===== config.mk =====
export PLATFORM = sky130hd
export DESIGN_NAME = gainctl_top
export DESIGN_NICKNAME = d
export VERILOG_FILES = /design/src/rtl/gainctl_pkg.sv /design/src/rtl/sync_chain.sv /design/src/rtl/write_detect.sv /design/src/rtl/ctl_regs.sv /design/src/rtl/out_stage.sv /design/src/rtl/gainctl_top.sv
export SDC_FILE = /design/constraint.sdc
export NUM_CORES = 1
export LEC_CHECK = 0
export ABC_AREA = 0
export BUFFER_PORTS_ARGS = -buffer_cell sky130_fd_sc_hd__buf_2
export CAP_MARGIN = 40
export CORE_AREA = 10 10 87 89
export DETAILED_ROUTE_END_ITERATION = 7
export DIE_AREA = 0 0 97 99
export HOLD_SLACK_MARGIN = 0.06
export PLACE_DENSITY = 0.8
export SETUP_SLACK_MARGIN = 0.4
export SYNTH_ARGS = -nofsm -noshare
export SYNTH_HDL_FRONTEND = slang
export SYNTH_SLANG_ARGS = --single-unit
export TNS_END_PERCENT = 100

===== constraint.sdc =====
create_clock -name clk -period 10.95 [get_ports clk]
set_input_delay 2.19 -clock clk [delete_from_list [all_inputs] [get_ports clk]]
set_output_delay 2.19 -clock clk [all_outputs]
set_load 0.02 [all_outputs]

===== src/rtl/gainctl_pkg.sv =====
package gainctl_pkg;
  localparam int DATA_W      = 8;
  localparam int CODE_W      = 4;
  localparam int TAPS        = 1 << CODE_W;
  localparam int COARSE_STEP = 15;   // one coarse step equals 15 fine steps
  localparam int GAIN_W      = 10;

  typedef struct packed {
    logic [CODE_W-1:0] coarse;
    logic [CODE_W-1:0] fine;
    logic              boost;  // 1 gain, 0 attenuate
    logic              pdn;
  } ctl_word_t;

  function automatic logic [TAPS-1:0] tap_onehot(input logic [CODE_W-1:0] code);
    logic [TAPS-1:0] v;
    v = '0;
    v[code] = 1'b1;
    return v;
  endfunction

  function automatic logic signed [GAIN_W-1:0] gain_readout(
      input logic [CODE_W-1:0] coarse, input logic [CODE_W-1:0] fine, input logic boost);
    logic signed [GAIN_W-1:0] mag;
    mag = GAIN_W'(COARSE_STEP * int'(coarse) + int'(fine));
    return boost ? mag : -mag;
  endfunction
endpackage


===== src/rtl/sync_chain.sv =====
module sync_chain #(
  parameter int          W       = 1,
  parameter int          STAGES  = 2,
  parameter logic [W-1:0] RST_VAL = '0
) (
  input  logic         clk,
  input  logic         rst_n,
  input  logic [W-1:0] d,
  output logic [W-1:0] q
);
  logic [W-1:0] stg [STAGES];

  always_ff @(posedge clk or negedge rst_n) begin
    if (!rst_n) stg[0] <= RST_VAL;
    else        stg[0] <= d;
  end

  for (genvar i = 1; i < STAGES; i++) begin : g_stage
    always_ff @(posedge clk or negedge rst_n) begin
      if (!rst_n) stg[i] <= RST_VAL;
      else        stg[i] <= stg[i-1];
    end
  end

  assign q = stg[STAGES-1];
endmodule


===== src/rtl/write_detect.sv =====
module write_detect (
  input  logic clk,
  input  logic rst_n,
  input  logic wr_n_s,
  input  logic cs_n_s,
  input  logic addr_s,
  output logic lo_stb,
  output logic hi_stb
);
  logic wr_prev;
  logic wr_rise;

  always_ff @(posedge clk or negedge rst_n) begin
    if (!rst_n) wr_prev <= 1'b1;
    else        wr_prev <= wr_n_s;
  end

  assign wr_rise = wr_n_s & ~wr_prev;
  assign lo_stb  = wr_rise & ~cs_n_s & ~addr_s;
  assign hi_stb  = wr_rise & ~cs_n_s &  addr_s;

  AST_LO_PULSE: assert property (@(posedge clk) disable iff (!rst_n)
    lo_stb |=> !lo_stb);
  AST_HI_PULSE: assert property (@(posedge clk) disable iff (!rst_n)
    hi_stb |=> !hi_stb);
endmodule


===== src/rtl/ctl_regs.sv =====
module ctl_regs
  import gainctl_pkg::*;
(
  input  logic              clk,
  input  logic              rst_n,
  input  logic              lo_stb,
  input  logic              hi_stb,
  input  logic [DATA_W-1:0] data_s,
  output ctl_word_t         word
);
  always_ff @(posedge clk or negedge rst_n) begin
    if (!rst_n) begin
      word.coarse <= '0;
      word.fine   <= '0;
    end else if (lo_stb) begin
      word.coarse <= data_s[2*CODE_W-1:CODE_W];
      word.fine   <= data_s[CODE_W-1:0];
    end
  end

  always_ff @(posedge clk or negedge rst_n) begin
    if (!rst_n) begin
      word.boost <= 1'b0;
      word.pdn   <= 1'b0;
    end else if (hi_stb) begin
      word.boost <= data_s[0];
      word.pdn   <= data_s[1];
    end
  end

  AST_LO_HOLD: assert property (@(posedge clk) disable iff (!rst_n)
    !lo_stb |=> ($stable(word.coarse) && $stable(word.fine)));
  AST_HI_HOLD: assert property (@(posedge clk) disable iff (!rst_n)
    !hi_stb |=> ($stable(word.boost) && $stable(word.pdn)));
  AST_PDN_KEEP: assert property (@(posedge clk) disable iff (!rst_n)
    (word.pdn && hi_stb) |=> ($stable(word.coarse) && $stable(word.fine)));
endmodule


===== src/rtl/out_stage.sv =====
module out_stage
  import gainctl_pkg::*;
(
  input  logic                     clk,
  input  logic                     rst_n,
  input  ctl_word_t                word,
  output logic [TAPS-1:0]          coarse_sel,
  output logic [TAPS-1:0]          fine_sel,
  output logic                     gain_mode,
  output logic                     pwr_down,
  output logic                     analog_en,
  output logic                     out_enable,
  output logic signed [GAIN_W-1:0] gain_tenths
);
  always_ff @(posedge clk or negedge rst_n) begin
    if (!rst_n) begin
      coarse_sel  <= tap_onehot('0);
      fine_sel    <= tap_onehot('0);
      gain_mode   <= 1'b0;
      pwr_down    <= 1'b0;
      analog_en   <= 1'b1;
      out_enable  <= 1'b1;
      gain_tenths <= '0;
    end else begin
      coarse_sel  <= tap_onehot(word.coarse);
      fine_sel    <= tap_onehot(word.fine);
      gain_mode   <= word.boost;
      pwr_down    <= word.pdn;
      analog_en   <= ~word.pdn;
      out_enable  <= ~word.pdn;
      gain_tenths <= gain_readout(word.coarse, word.fine, word.boost);
    end
  end

  AST_SEL_ONEHOT: assert property (@(posedge clk) disable iff (!rst_n)
    ($countones(coarse_sel) == 1) && ($countones(fine_sel) == 1));
  AST_PDN_BLANK: assert property (@(posedge clk) disable iff (!rst_n)
    word.pdn |=> (!analog_en && !out_enable));
  AST_RUN_DRIVE: assert property (@(posedge clk) disable iff (!rst_n)
    !word.pdn |=> (analog_en && out_enable));
endmodule


===== src/rtl/gainctl_top.sv =====
module gainctl_top
  import gainctl_pkg::*;
#(
  parameter int SYNC_STAGES = 2
) (
  input  logic                     clk,
  input  logic                     rst_n,
  input  logic [7:0]               bus_data,
  input  logic                     bus_addr,
  input  logic                     bus_cs_n,
  input  logic                     bus_wr_n,
  output logic [15:0]              coarse_sel,
  output logic [15:0]              fine_sel,
  output logic                     gain_mode,
  output logic                     pwr_down,
  output logic                     analog_en,
  output logic                     out_enable,
  output logic signed [9:0]        gain_tenths
);
  localparam int CTL_W = 3;

  logic [DATA_W-1:0] data_s;
  logic [CTL_W-1:0]  ctl_s;
  logic              lo_stb, hi_stb;
  ctl_word_t         word;

  sync_chain #(.W(DATA_W), .STAGES(SYNC_STAGES), .RST_VAL('0)) u_dsync (
    .clk(clk), .rst_n(rst_n), .d(bus_data), .q(data_s));

  sync_chain #(.W(CTL_W), .STAGES(SYNC_STAGES), .RST_VAL(3'b110)) u_csync (
    .clk(clk), .rst_n(rst_n), .d({bus_wr_n, bus_cs_n, bus_addr}), .q(ctl_s));

  write_detect u_wdet (
    .clk(clk), .rst_n(rst_n),
    .wr_n_s(ctl_s[2]), .cs_n_s(ctl_s[1]), .addr_s(ctl_s[0]),
    .lo_stb(lo_stb), .hi_stb(hi_stb));

  ctl_regs u_regs (
    .clk(clk), .rst_n(rst_n), .lo_stb(lo_stb), .hi_stb(hi_stb),
    .data_s(data_s), .word(word));

  out_stage u_out (
    .clk(clk), .rst_n(rst_n), .word(word),
    .coarse_sel(coarse_sel), .fine_sel(fine_sel), .gain_mode(gain_mode),
    .pwr_down(pwr_down), .analog_en(analog_en), .out_enable(out_enable),
    .gain_tenths(gain_tenths));
endmodule


; ---- Word-level counts from Yosys, hierarchy flattened
; Index checks and enable logic that the tools add are counted.
[op_classes]
addsub = 2
n_mul = 1
n_lt_le_gt_ge = 4
n_mux = 5
bitwise = 8
reduce_logical = 2
[op_table]
columns = cell, count
row1 = adder 10 x 5 -> 10 bit, 1
row2 = "less-than comparator 4 x 5 -> 1 bit, second input constant", 2
row3 = two-way mux 10 bit, 1
row4 = negation 10 bit, 1
row5 = demux 1 bit (select 4 bit), 2
row6 = "greater-or-equal comparator 4 x 1 -> 1 bit, second input constant", 2
row7 = "multiplier 4 x 4 -> 8 bit, first input constant", 1
row8 = bitwise AND 1 bit, 4
row9 = inverter 1 bit, 4
row10 = logical AND 1 bit, 2
row11 = two-way mux 1 bit, 2
[word_totals]
regBits = 78
out_inout_bits = 46
word_cells = 37

; ---- Logic depth before layout (Yosys ltp)
[depth]
depth_word = 4
ltp_mapped = 14

; ---- By module
; Synthesis repeated with hierarchy kept, for this count alone.
[hier_totals]
hier_cells = 234
area_unflattened_um2 = 3258.1
[by_module_without_submodules]
columns = mod, n_inst, cells_per_inst, area_per_inst_um2, seq_area_each_um2
row1 = out_stage, 1, 177, 2162.1, 1129.8
row2 = sync_chain (u_dsync), 1, 24, 460.4, 400.4
row3 = ctl_regs, 1, 21, 404.1, 250.2
row4 = sync_chain (u_csync), 1, 9, 177.7, 155.1
row5 = write_detect, 1, 3, 53.8, 26.3

; ---- Worst setup path after synthesis
; No wires, ideal clock.
[synth_path]
path_type = register to register
from = register, netlist name u_regs.word[7]
to = register u_out.gain_tenths[8]
arrival_ns = 3.462
required_time_ns = 10.821
slack_ns = 7.359
path_stages_with_launch = 14
path_cell_list = dfrtp_1 > fa_1 > fa_1 > inv_1 > fa_1 > inv_1 > ha_1 > nor2_1 > a21oi_1 > xnor2_1 > and3_1 > nand4_1 > a21oi_1 > a211oi_2
[synth_between]
elab_chain_len = 4
[synth_rtl]
columns = element, line
row1 = multiplier 4 x 4 -> 8 bit *, gainctl_pkg.sv:25  ; mag = GAIN_W'(COARSE_STEP * int'(coarse) + int'(fine));
row2 = adder 10 x 5 -> 10 bit *, gainctl_pkg.sv:25
row3 = negation 10 bit, gainctl_pkg.sv:26  ; return boost ? mag : -mag;
row4 = two-way mux 10 bit *, gainctl_pkg.sv:26
row5 = "end signal, assigned", out_stage.sv:31  ; gain_tenths <= gain_readout(word.coarse, word.fine, word.boost);
row6 = "end, declared", out_stage.sv:13  ; output logic signed [GAIN_W-1:0] gain_tenths
; Every way passes the cells marked *; elsewhere a longest branch is shown, timed or not.
; A chain may end at the register's enable or synchronous reset.

; ---- Worst setup path after layout
[layout_path]
from = register, netlist name u_regs.word[7]
to = register u_out.gain_tenths[9]
[layout_between]
elab_chain_len = 4
[layout_rtl]
columns = element, line
row1 = multiplier 4 x 4 -> 8 bit *, gainctl_pkg.sv:25
row2 = adder 10 x 5 -> 10 bit *, gainctl_pkg.sv:25
row3 = negation 10 bit, gainctl_pkg.sv:26
row4 = two-way mux 10 bit *, gainctl_pkg.sv:26
; Marked as above.

==> qor.json <==
{
  "status": "complete, no violations",
  "final_layout_size_suffix_gt1_frac": 0.3084,
  "first_pass_iters": 4,
  "floorplan.die.width_um": 97,
  "cts.clk_slew.worst_paths_ns": 0.07,
  "totalPowerFinal_uw": 1026,
  "grt_pass1_vias": 2290,
  "hold_viol": 0,
  "grt_pass1_wl_um": 10850,
  "top_signal_layer_used": "met4",
  "min_path_type": "flip-flop to flip-flop",
  "fp.coreArea_sq_um": 5851,
  "maxClockFrequency_ghz": 0.2598,
  "worst_hold_slack_ns": 0.3493,
  "post_dr_wirelength_cell_um": 14.89,
  "layout_worst_path_cycle_share": 0.3515,
  "grt_antenna_before_repair": 0,
  "synth-simple-area-share": 0.1363,
  "synth_area_leaders": "sky130_fd_sc_hd__dfrtp_1 53%, sky130_fd_sc_hd__ha_1 8.3%, sky130_fd_sc_hd__dfstp_2 6.3%, sky130_fd_sc_hd__and2_1 3.8%, sky130_fd_sc_hd__fa_1 3.0%",
  "global_route.usage.total": 0.1387,
  "max-clock-path-buffers": 2,
  "yosys.area_share.adder": 0.1130,
  "wirelength_um": 6091,
  "crit_path_end_kind": "flip-flop",
  "min-delay-start": "u_dsync.stg[11]",
  "startpoint_type": "flip-flop",
  "finalMaxSlewViolations": 0,
  "fin_worst_skew_ns": 0.008605,
  "ctsResizeCount": 0,
  "path_class": "flip-flop to flip-flop",
  "leakage_uw": 0.001923,
  "final-setup-viol-count": 0,
  "io_port_bufs": 58,
  "routed-via-count": 2086,
  "largest_family_of_logic_cells_by_synthesized_area": "simple AND/OR/NAND/NOR gates",
  "netlist_instances": 262,
  "path_cells": "fa_1, fa_1, inv_1, fa_1, inv_1, ha_1, nor2_1, a21oi_1, xnor2_1, nand2_1, nor2_1, a31oi_2, a21o_1",
  "gp_congestion": 0.8178,
  "dp_hpwl_um": 4652,
  "count_of_max_cap_constraint_violations": 0,
  "yosysWarningCount": 0,
  "worstReg2RegStart": "u_regs.word[7]",
  "setup-tns-final_ns": 0,
  "post_synth_net_total": 302,
  "synth_area_in_compound_gates": 0.07269,
  "timing.critical_path.fanout_max": 7,
  "floorplan.die_area_sq_um": 9603,
  "start_util": 0.5678,
  "synth_mux_area_frac": 0.01620,
  "htree_num_levels": 3,
  "period_minus_ws_final_ns": 3.849,
  "cts_setup_buffers": 0,
  "synthToLayoutAreaGrowth_pct": 17.66,
  "req_time_crit_path_ns": 11.19,
  "irDropWorstVdd_v": 0.0001856,
  "num_antenna_cells": 0,
  "timing.max_slew.rel_slack": 0.5106,
  "post_layout_nonfiller_instances": 409,
  "power-per-cell-area_nw_per_um2": 262.4,
  "met3_wl_post_dr_um": 558,
  "fp-row-count": 28,
  "netlist_area_sq_um": 3322,
  "ys_dominant_reg_cell": "sky130_fd_sc_hd__dfrtp_1",
  "post_drt_via_cell_ratio": 5.100,
  "postCtsHoldBufs": 0,
  "syn-mean-instance-area_sq_um": 12.68,
  "met2RoutedLength_um": 2854,
  "rsz0062_at_grt": "false",
  "placedCellCount": 393,
  "cp_top_family": "adder cells",
  "cts_made_buffers": 9,
  "final_nets": 369,
  "synth_largest_type_area_fraction": 0.5273,
  "io_pins": 59,
  "first_iter_violations": 56,
  "grt_max_degree": 47,
  "yosys.area_share.xor_xnor": 0.04633,
  "routedLengthMet1_um": 2556,
  "cts_root_buf": "sky130_fd_sc_hd__clkbuf_8",
  "max_stage_delay_ns": 0.56,
  "ys_ff_latch": 78,
  "clk-insertion-delay-late_ns": 0.35,
  "crit_buf_inv": 2,
  "tritoncts_clock_tree": "yes",
  "worst_setup_path_startpoint": "u_regs.word[7]",
  "number_of_enable_type_register_cells_in_the_synthesized_netlist": 0,
  "synth-seq-area-share": 0.5906,
  "fin_util": 0.6681,
  "async_flop_share": 1.000,
  "final_antenna_net_count": 0,
  "netlist.top_cell.by_area": "sky130_fd_sc_hd__dfrtp_1",
  "most_common_cell_type_on_the_critical_path": "sky130_fd_sc_hd__fa_1",
  "post-route-drc-count": 0,
  "cts.sink_count": 78,
  "transition_time_at_the_pin_with_the_least_slew_margin_ns": 0.7242,
  "timing.critical_path.arrival_ns": 4.09,
  "grt-ovfl-total": 0,
  "ys_types": 46,
  "die_ht_um": 99,
  "critical-path-slowest-cell": "sky130_fd_sc_hd__fa_1"
}
-- registers in the layout, indices dropped and copies added, names as in the netlist --
| register | flops |
|---|---|
| u_csync.q | 3 |
| u_csync.stg | 3 |
| u_dsync.q | 8 |
| u_dsync.stg | 8 |
| u_out.analog_en | 1 |
| u_out.coarse_sel | 16 |
| u_out.fine_sel | 16 |
| u_out.gain_mode | 1 |
| u_out.gain_tenths | 10 |
| u_out.pwr_down | 1 |
| u_regs.word | 10 |
| u_wdet.wr_prev | 1 |
-- per-layer routing --
layer | global-route usage | vias up
met3 | 0.05936 | 11
li1 | - | 999
met2 | 0.2202 | 67
met5 | 0 | -
met4 | 0.07037 | 0
met1 | 0.1570 | 1009
-- metrics by stage --
stage	cell area [sq um]	setup slack (ns)
6_report	3909	7.101
5_1_grt	3909	6.862
4_1_cts	3909	7.099
3_5_place_dp	3724	7.134
3_3_place_gp	3696	7.252
2_1_floorplan	3322	7.359
-- area by class of cell --
class / count / area, sq um
Inverter: 17 / 63.81
Clock buffer: 12 / 155.1
Clock inverter: 4 / 30.03
Fill cell: 458 / 1942
Multi-Input combinational cell: 163 / 1284
Sequential cell: 78 / 1962
Timing Repair Buffer: 60 / 320.3
Tap cell: 75 / 93.84
-- cells in the final DEF (no fill, tap or decap), types with 4 or more instances in the layout --
cell type / synthesis / layout
sky130_fd_sc_hd__o21ai_0: 9 / 9
sky130_fd_sc_hd__dfstp_2: 8 / 8
sky130_fd_sc_hd__nand2b_1: 6 / 6
sky130_fd_sc_hd__dfrtp_1: 70 / 70
sky130_fd_sc_hd__nor3_1: 8 / 8
sky130_fd_sc_hd__nor2_1: 23 / 23
sky130_fd_sc_hd__nand2_1: 13 / 13
sky130_fd_sc_hd__fa_1: 5 / 5
sky130_fd_sc_hd__buf_2: 0 / 57
sky130_fd_sc_hd__clkbuf_8: 0 / 11
sky130_fd_sc_hd__xnor2_1: 9 / 9
sky130_fd_sc_hd__a21oi_1: 4 / 4
sky130_fd_sc_hd__ha_1: 22 / 22
sky130_fd_sc_hd__and2_1: 20 / 20
sky130_fd_sc_hd__inv_1: 16 / 16
-- power breakdown --
group / switching [uW] / internal [uW] / leakage (uW)
sequential: 24.6 / 337 / 0.000970
combinational: 275 / 191 / 0.000860
clock: 102 / 95.6 / 0.0000930
-- worst reg2reg max path, cell delays in order, from the launching register on --
cell	delay (ns)
sky130_fd_sc_hd__dfrtp_1	0.48
sky130_fd_sc_hd__fa_1	0.56
sky130_fd_sc_hd__fa_1	0.56
sky130_fd_sc_hd__inv_1	0.07
sky130_fd_sc_hd__fa_1	0.53
sky130_fd_sc_hd__inv_1	0.04
sky130_fd_sc_hd__ha_1	0.31
sky130_fd_sc_hd__nor2_1	0.05
sky130_fd_sc_hd__a21oi_1	0.27
sky130_fd_sc_hd__xnor2_1	0.23
sky130_fd_sc_hd__nand2_1	0.11
sky130_fd_sc_hd__nor2_1	0.22
sky130_fd_sc_hd__a31oi_2	0.14
sky130_fd_sc_hd__a21o_1	0.18
-- cells in the mapped netlist, drive strengths merged (3+ instances only) --
cell type,instances
dfrtp,70
inv,17
nor3,8
nand3,5
nor2,23
clkbuf,3
mux2,3
and2,21
xnor2,12
xor2,3
fa,5
a211oi,3
dfstp,8
o21ai,11
nand2,14
a21oi,5
nand2b,6
ha,22
-- path summary, 6_finish.rpt --
path | to | slack, ns | cells after the start
worst max-delay path | u_out.gain_tenths[9] | 7.10 | 13
worst min-delay path | u_dsync.q[3] | 0.35 | 0
worst max register to register | u_out.gain_tenths[9] | 7.10 | 13
worst min register to register | u_dsync.q[3] | 0.35 | 0
max in group asynchronous | u_out.fine_sel[0] | 8.57 | 2
min in group asynchronous | u_dsync.stg[8] | 1.77 | 1
-- logic make-up after synthesis --
group,after synthesis
simple gates,85
buf+inv,21
xor+xnor,15
mux,5
flops,78
compound gates,31
fa+ha+maj,27
Note: power is estimated with default switching activity, not from simulation.
